--- src/rtl/lcd_mux_pkg.sv ---
package lcd_mux_pkg;
  typedef enum logic [1:0] {
    LVL_VSS  = 2'b00,
    LVL_VMID = 2'b01,
    LVL_VDD  = 2'b10
  } bp_level_e;
endpackage

--- src/rtl/lcd_phase_div.sv ---
module lcd_phase_div (
  input  logic clk_i,
  input  logic rst_ni,
  output logic sel_o,
  output logic inv_o
);
  logic [1:0] phase_q;

  always_ff @(posedge clk_i or negedge rst_ni) begin
    if (!rst_ni) phase_q <= 2'b00;
    else         phase_q <= phase_q + 2'd1;
  end

  assign sel_o = phase_q[0];
  assign inv_o = phase_q[1];

  AST_SEL_TOGGLE: assert property (@(posedge clk_i) disable iff (!rst_ni)
    1'b1 |=> (sel_o != $past(sel_o)));
  AST_INV_TOGGLE: assert property (@(posedge clk_i) disable iff (!rst_ni)
    sel_o |=> (inv_o != $past(inv_o)));
  AST_INV_HOLD: assert property (@(posedge clk_i) disable iff (!rst_ni)
    !sel_o |=> $stable(inv_o));
endmodule

--- src/rtl/lcd_seg_mux.sv ---
module lcd_seg_mux #(
  parameter int N_SEG = 140,
  localparam int DW = 2 * N_SEG
) (
  input  logic [DW-1:0]    data_i,
  input  logic             sel_i,
  input  logic             inv_i,
  output logic [N_SEG-1:0] seg_o
);
  for (genvar n = 0; n < N_SEG; n++) begin : g_seg
    logic pick;
    assign pick     = sel_i ? data_i[2*n+1] : data_i[2*n];
    assign seg_o[n] = pick ^ inv_i;
  end
endmodule

--- src/rtl/lcd_bp_encode.sv ---
module lcd_bp_encode
  import lcd_mux_pkg::*;
(
  input  logic      clk_i,
  input  logic      rst_ni,
  input  logic      sel_i,
  input  logic      inv_i,
  output bp_level_e com1_o,
  output bp_level_e com2_o
);
  bp_level_e active;

  always_comb begin
    active = inv_i ? LVL_VSS : LVL_VDD;
    com1_o = sel_i ? LVL_VMID : active;
    com2_o = sel_i ? active : LVL_VMID;
  end

  AST_ONE_IDLE: assert property (@(posedge clk_i) disable iff (!rst_ni)
    ((com1_o == LVL_VMID) != (com2_o == LVL_VMID)));
  AST_NO_BAD_CODE: assert property (@(posedge clk_i) disable iff (!rst_ni)
    (com1_o != 2'b11) && (com2_o != 2'b11));
endmodule

--- src/rtl/lcd_mux_frame_gen.sv ---
module lcd_mux_frame_gen
  import lcd_mux_pkg::*;
#(
  parameter int N_SEG = 140,
  localparam int DW = 2 * N_SEG
) (
  input  logic             clk_i,
  input  logic             rst_ni,
  input  logic [DW-1:0]    data_i,
  output logic [N_SEG-1:0] seg_o,
  output logic [1:0]       com1_o,
  output logic [1:0]       com2_o
);
  logic      sel, inv;
  bp_level_e com1, com2;

  lcd_phase_div u_div (
    .clk_i (clk_i),
    .rst_ni(rst_ni),
    .sel_o (sel),
    .inv_o (inv)
  );

  lcd_seg_mux #(.N_SEG(N_SEG)) u_mux (
    .data_i(data_i),
    .sel_i (sel),
    .inv_i (inv),
    .seg_o (seg_o)
  );

  lcd_bp_encode u_bp (
    .clk_i (clk_i),
    .rst_ni(rst_ni),
    .sel_i (sel),
    .inv_i (inv),
    .com1_o(com1),
    .com2_o(com2)
  );

  assign com1_o = com1;
  assign com2_o = com2;
endmodule

--- config.mk ---
export PLATFORM = sky130hd
export DESIGN_NAME = lcd_mux_frame_gen
export DESIGN_NICKNAME = d
export VERILOG_FILES = /design/src/rtl/lcd_mux_pkg.sv /design/src/rtl/lcd_phase_div.sv /design/src/rtl/lcd_seg_mux.sv /design/src/rtl/lcd_bp_encode.sv /design/src/rtl/lcd_mux_frame_gen.sv
export SDC_FILE = /design/constraint.sdc
export NUM_CORES = 1
export LEC_CHECK = 0
export ABC_CLOCK_PERIOD_IN_PS = 2700
export BUFFER_PORTS_ARGS = -buffer_cell sky130_fd_sc_hd__buf_2
export CAP_MARGIN = 40
export CORE_AREA = 2 2 167 169
export CTS_CLUSTER_SIZE = 24
export DETAILED_ROUTE_END_ITERATION = 8
export DIE_AREA = 0 0 169 171
export SYNTH_ARGS = -nofsm -noshare
export SYNTH_HDL_FRONTEND = slang
export SYNTH_SLANG_ARGS = --single-unit
--- constraint.sdc ---
create_clock -name clk_i -period 2.7 [get_ports clk_i]
set_input_delay 0.54 -clock clk_i [delete_from_list [all_inputs] [get_ports clk_i]]
set_output_delay 0.54 -clock clk_i [all_outputs]
set_load 0.1 [all_outputs]
==> results of run 1 <==
## per-stage QoR
stage	total power, mW	setup slack [ns]	utilization (%)	std cells
2_1_floorplan	1.10	-0.349	-	319
3_3_place_gp	1.79	0.356	30.7	1088
3_5_place_dp	1.80	0.360	30.7	1088
4_1_cts	2.02	0.121	31.0	1091
5_1_grt	2.07	0.0842	31.0	1091
6_report	2.00	0.168	31.0	1091
## kinds of logic (layout without fill, tap and decap cells)
kind of cell,count (synthesis),in the layout,share of synthesized area [%]
xor+xnor,140,140,41.5
mux,140,140,47.5
buf+inv,35,461,8.47
fa+ha+maj,2,2,0.847
flops,2,2,1.69
## per-layer routing
metal,global-route usage [%],vias up,part of all wire (%)
li1,-,1923,-
met1,9.56,1727,34
met3,2.45,8,9.7
met2,18.7,239,55
met4,1.30,2,0.55
met5,0,-,0.075
## layout make-up
class	instances	area, sq um
Inverter	2	7.51
Multi-Input combinational cell	282	3580
Clock buffer	3	75.1
Tap cell	346	433
Sequential cell	2	57.6
Timing Repair Buffer	456	4310
Fill cell	2762	18900
## Yosys cell counts
library cell | instances | area share (%)
xnor2_1 | 140 | 42
ha_1 | 2 | 0.85
buf_6 | 10 | 3.8
dfrtp_1 | 2 | 1.7
buf_4 | 6 | 1.5
mux2i_1 | 140 | 47
buf_2 | 17 | 2.9
inv_1 | 2 | 0.25
## power groups by stage
stage / registers (mW) / clock network [mW] / logic [mW]
after floorplan: 0.0305 / 0 / 1.07
after global placement: 0.0306 / 0 / 1.75
after detailed placement: 0.0306 / 0 / 1.76
after CTS: 0.0302 / 0.227 / 1.77
after global routing: 0.0302 / 0.229 / 1.81
final: 0.0302 / 0.222 / 1.75
## how the worst max path moves through the flow
stage / endpoint / slack, ns
6_report: seg_o[22] / 0.17
5_1_grt: seg_o[22] / 0.08
4_1_cts: seg_o[22] / 0.12
3_5_place_dp: seg_o[22] / 0.36
3_3_place_gp: seg_o[22] / 0.36
2_1_floorplan: seg_o[110] / -0.35
==> results.json, run 1 <==
{
  "outcome": "completed",
  "initial_utilization_pct": 10.8,
  "placement.io_buffers": 425,
  "placed_cell_area_sq_um": 8390,
  "grt_first_pass_wirelength_um": 20900,
  "clockBufferDepth": 2,
  "drv_cap": 0,
  "hp-class": "input pin to asynchronous set/reset pin",
  "p_sw_mw": 1.12,
  "dr.pass1.iters": 3,
  "rows": 61,
  "crit_slowest_cell": "dfrtp_4",
  "crit_family": "buffers and inverters",
  "fin_area_sq_um": 8470,
  "setup-tns-final_ns": 0,
  "numCtsBuffers": 3,
  "root_buffer": "clkbuf_16",
  "grt_usage_pct": 9.21,
  "r2r_slack_ns": 1.52,
  "reg2reg_depth": 2,
  "top_register": "u_div.phase_q",
  "reg.largest.list": "u_div.phase_q: 2 flops",
  "grt_pass1_vias": 4091,
  "fin_crit_sh_pct": 93.8,
  "hpwl_um": 13400,
  "final_common_cell": "buf_2",
  "holdBufCountCts": 0,
  "p_seq_share_pct": 1.5,
  "clk_pin_slew_ns": 0.03,
  "io_pins": 426,
  "crit_path_start": "u_div.phase_q[0]$_DFF_PN0_",
  "worstPathCellList": "buf_12, buf_4, mux2i_1, xnor2_2, buf_12",
  "drive_above_1_share_pct": 78.5,
  "p_leak_nw": 4.85,
  "worst_pin_slew_ns": 0.536,
  "largest_reg_flops": 2,
  "die_h_um": 171,
  "netlist_area_sq_um": 2950,
  "comb_power_share_pct": 87.4,
  "syn_inst": 319,
  "path_max_fanout": 23,
  "overflow": 0,
  "r2r_start": "u_div.phase_q[1]$_DFF_PN0_",
  "vias_per_cell": 3.57,
  "swShare_pct": 56.0,
  "post_cts_resized": 0,
  "grt_max_degree": 34,
  "setup_viol": 0,
  "n_antenna_cell": 0,
  "grt_setup_unrepaired": "no",
  "irDropWorstVdd_uv": 126,
  "htree_levels": 1,
  "clock_latency_ns": 0.22,
  "end_kind": "primary output",
  "hold_slack_ns": 0.0997,
  "cts_tree": "done",
  "vias": 3899,
  "path_buf_inv": 3,
  "core_sq_um": 27300,
  "detail_route.wl_per_cell_um": 13.5,
  "hold_violations": 0,
  "clock_power_share_pct": 11.1,
  "drc": 0,
  "yosys_warnings": 0,
  "power.internal_mw": 0.881,
  "fin_nets": 1031,
  "startpoint_type": "flip-flop",
  "avgSynthCellArea_sq_um": 9.26,
  "crit_cells": 5,
  "ys_seq_area_share_pct": 1.69,
  "max_stage_delay_ns": 0.59,
  "synth_cell_types": 8,
  "crit_top_cell": "buf_12",
  "die_w_um": 169,
  "syn_to_final_growth_pct": 187,
  "fin_crit_ns": 2.53,
  "crit_type": "flip-flop to primary output",
  "yosys_register_bits": 2,
  "die-area_sq_um": 28900,
  "syn-num-nets": 603,
  "post-cts-setup-buffers": 0,
  "antenna_found_initial": 1,
  "relSlewSlack_pct": 64.5,
  "powerDensity_nw_per_um2": 237,
  "timing.fmax_mhz": 395,
  "antenna_left": 0,
  "clock_sinks": 2,
  "final_cell_mix": "buf_2, mux2i_1, buf_12",
  "critPathArrivalTime_ns": 1.99,
  "clock_skew_ns": 0.000293,
  "place_congestion": 0.808,
  "cp_data_required_time_ns": 2.16,
  "r2r_end": "u_div.phase_q[1]$_DFF_PN0_",
  "drt-initial-drc-count": 62,
  "routed_wl_um": 14700,
  "maxSlewViolCount": 0
}
(Power assumes the default switching activity.)
==> inputs of run 2 (changes only) <==
CTS_BUF_LIST = sky130_fd_sc_hd__clkbuf_2   (was default)
==> results.json, run 2 (same netlist as run 1, synthesis figures left out) <==
{
  "relSlewSlack_pct": 64.5,
  "htree_levels": 1,
  "syn_to_final_growth_pct": 185,
  "grt_usage_pct": 9.17,
  "top_register": "u_div.phase_q",
  "fin_crit_ns": 2.50,
  "fin_nets": 1031,
  "rows": 61,
  "grt_setup_unrepaired": "no",
  "post-cts-setup-buffers": 0,
  "end_kind": "primary output",
  "irDropWorstVdd_uv": 125,
  "holdBufCountCts": 0,
  "path_max_fanout": 23,
  "crit_type": "flip-flop to primary output",
  "crit_family": "buffers and inverters",
  "hpwl_um": 13400,
  "core_sq_um": 27300,
  "timing.fmax_mhz": 400,
  "grt_first_pass_wirelength_um": 20900,
  "io_pins": 426,
  "clock_skew_ns": 0.000304,
  "post_cts_resized": 0,
  "drc": 0,
  "post-route-util_pct": 30.8,
  "reg2reg_depth": 2,
  "die_w_um": 169,
  "grt_max_degree": 34,
  "clock_sinks": 2,
  "r2r_end": "u_div.phase_q[1]$_DFF_PN0_",
  "fin_area_sq_um": 8410,
  "totalPowerFinal_mw": 1.83,
  "hp-class": "input pin to asynchronous set/reset pin",
  "critPathArrivalTime_ns": 1.96,
  "placed_cell_area_sq_um": 8390,
  "drt-initial-drc-count": 53,
  "powerDensity_nw_per_um2": 218,
  "r2r_slack_ns": 1.53,
  "p_leak_nw": 4.83,
  "crit_slowest_cell": "dfrtp_4",
  "setup_viol": 0,
  "startpoint_type": "flip-flop",
  "clk_pin_slew_ns": 0.03,
  "cp_data_required_time_ns": 2.16,
  "final_common_cell": "buf_2",
  "worst_slack_ns": 0.197,
  "fin_crit_sh_pct": 92.7,
  "vias_per_cell": 3.58,
  "root_buffer": "clkbuf_2",
  "largest_reg_flops": 2,
  "die-area_sq_um": 28900,
  "pre_cts_slack_ns": 0.360,
  "overflow": 0,
  "drive_above_1_share_pct": 78.5,
  "worst_pin_slew_ns": 0.536,
  "cts_tree": "done",
  "r2r_start": "u_div.phase_q[1]$_DFF_PN0_",
  "antenna_found_initial": 1,
  "outcome": "completed",
  "initial_utilization_pct": 10.8,
  "dr.pass1.iters": 3,
  "final_cell_mix": "buf_2, mux2i_1, buf_12",
  "hold_slack_ns": 0.128,
  "maxSlewViolCount": 0,
  "drv_cap": 0,
  "n_antenna_cell": 0,
  "grt_pass1_vias": 4083,
  "reg.largest.list": "u_div.phase_q: 2 flops",
  "detail_route.wl_per_cell_um": 13.4,
  "vias": 3905,
  "hold_violations": 0,
  "numCtsBuffers": 3,
  "routed_wl_um": 14700,
  "crit_top_cell": "buf_12",
  "path_buf_inv": 3,
  "clock_latency_ns": 0.19,
  "die_h_um": 171,
  "placement.io_buffers": 425,
  "max_stage_delay_ns": 0.59,
  "antenna_left": 0,
  "clockBufferDepth": 2,
  "place_congestion": 0.808,
  "worstPathCellList": "buf_12, buf_4, mux2i_1, xnor2_2, buf_12"
}
run 2: cell types whose count changed in the layout (fill, tap and decap cells not counted):
cell	previous run	this run
clkbuf_16	3	0
clkbuf_2	0	3
run 2: worst reg2reg max path: stages, from the launching register on:
cell	delay, ns
dfrtp_4	0.65
inv_1	0.13
ha_2	0.33
run 2: layout make-up:
| type | instances | area [sq um] |
|---|---|---|
| fill | 2767 | 18900 |
| timing repair buffer | 456 | 4310 |
| multi-input combinational | 282 | 3580 |
| tap | 346 | 433 |
| sequential | 2 | 57.6 |
| clock buffer | 3 | 15.0 |
| inverter | 2 | 7.51 |
run 2: worst max-delay path by stage:
stage	to	from	depth (start not counted)	slack, ns
after floorplan	seg_o[110]	u_div.phase_q[0]$_DFF_PN0_	5	-0.35
after detailed placement	seg_o[22]	u_div.phase_q[0]$_DFF_PN0_	5	0.36
final	seg_o[22]	u_div.phase_q[0]$_DFF_PN0_	5	0.20
after global placement	seg_o[22]	u_div.phase_q[0]$_DFF_PN0_	5	0.36
after CTS	seg_o[22]	u_div.phase_q[0]$_DFF_PN0_	5	0.13
after global routing	seg_o[22]	u_div.phase_q[0]$_DFF_PN0_	5	0.10
run 2: power by group:
| part | leakage (nW) | total (mW) | switching [mW] | internal (mW) |
|---|---|---|---|---|
| registers | 0.0221 | 0.0302 | 0 | 0.0302 |
| clock network | 0.0125 | 0.0471 | 0.0175 | 0.0296 |
| logic | 4.79 | 1.75 | 1.09 | 0.663 |
| total | 4.83 | 1.83 | 1.11 | 0.722 |
run 2: per-layer routing:
layer  share of wire, %  vias to the layer above  wire (um)  GRT usage (%)
li1                   -                     1922          -              -
met1                 34                     1734       5020           9.52
met2                 55                      239       8110           18.7
met3                9.8                        8       1430           2.38
met4               0.55                        2         81           1.30
met5              0.075                        -         11              0
run 2: metrics by stage:
step,cells,setup TNS (ns)
floorplan,319,-5.78
global placement,1088,0
detailed placement,1088,0
CTS,1091,0
global route,1091,0
finish,1091,0
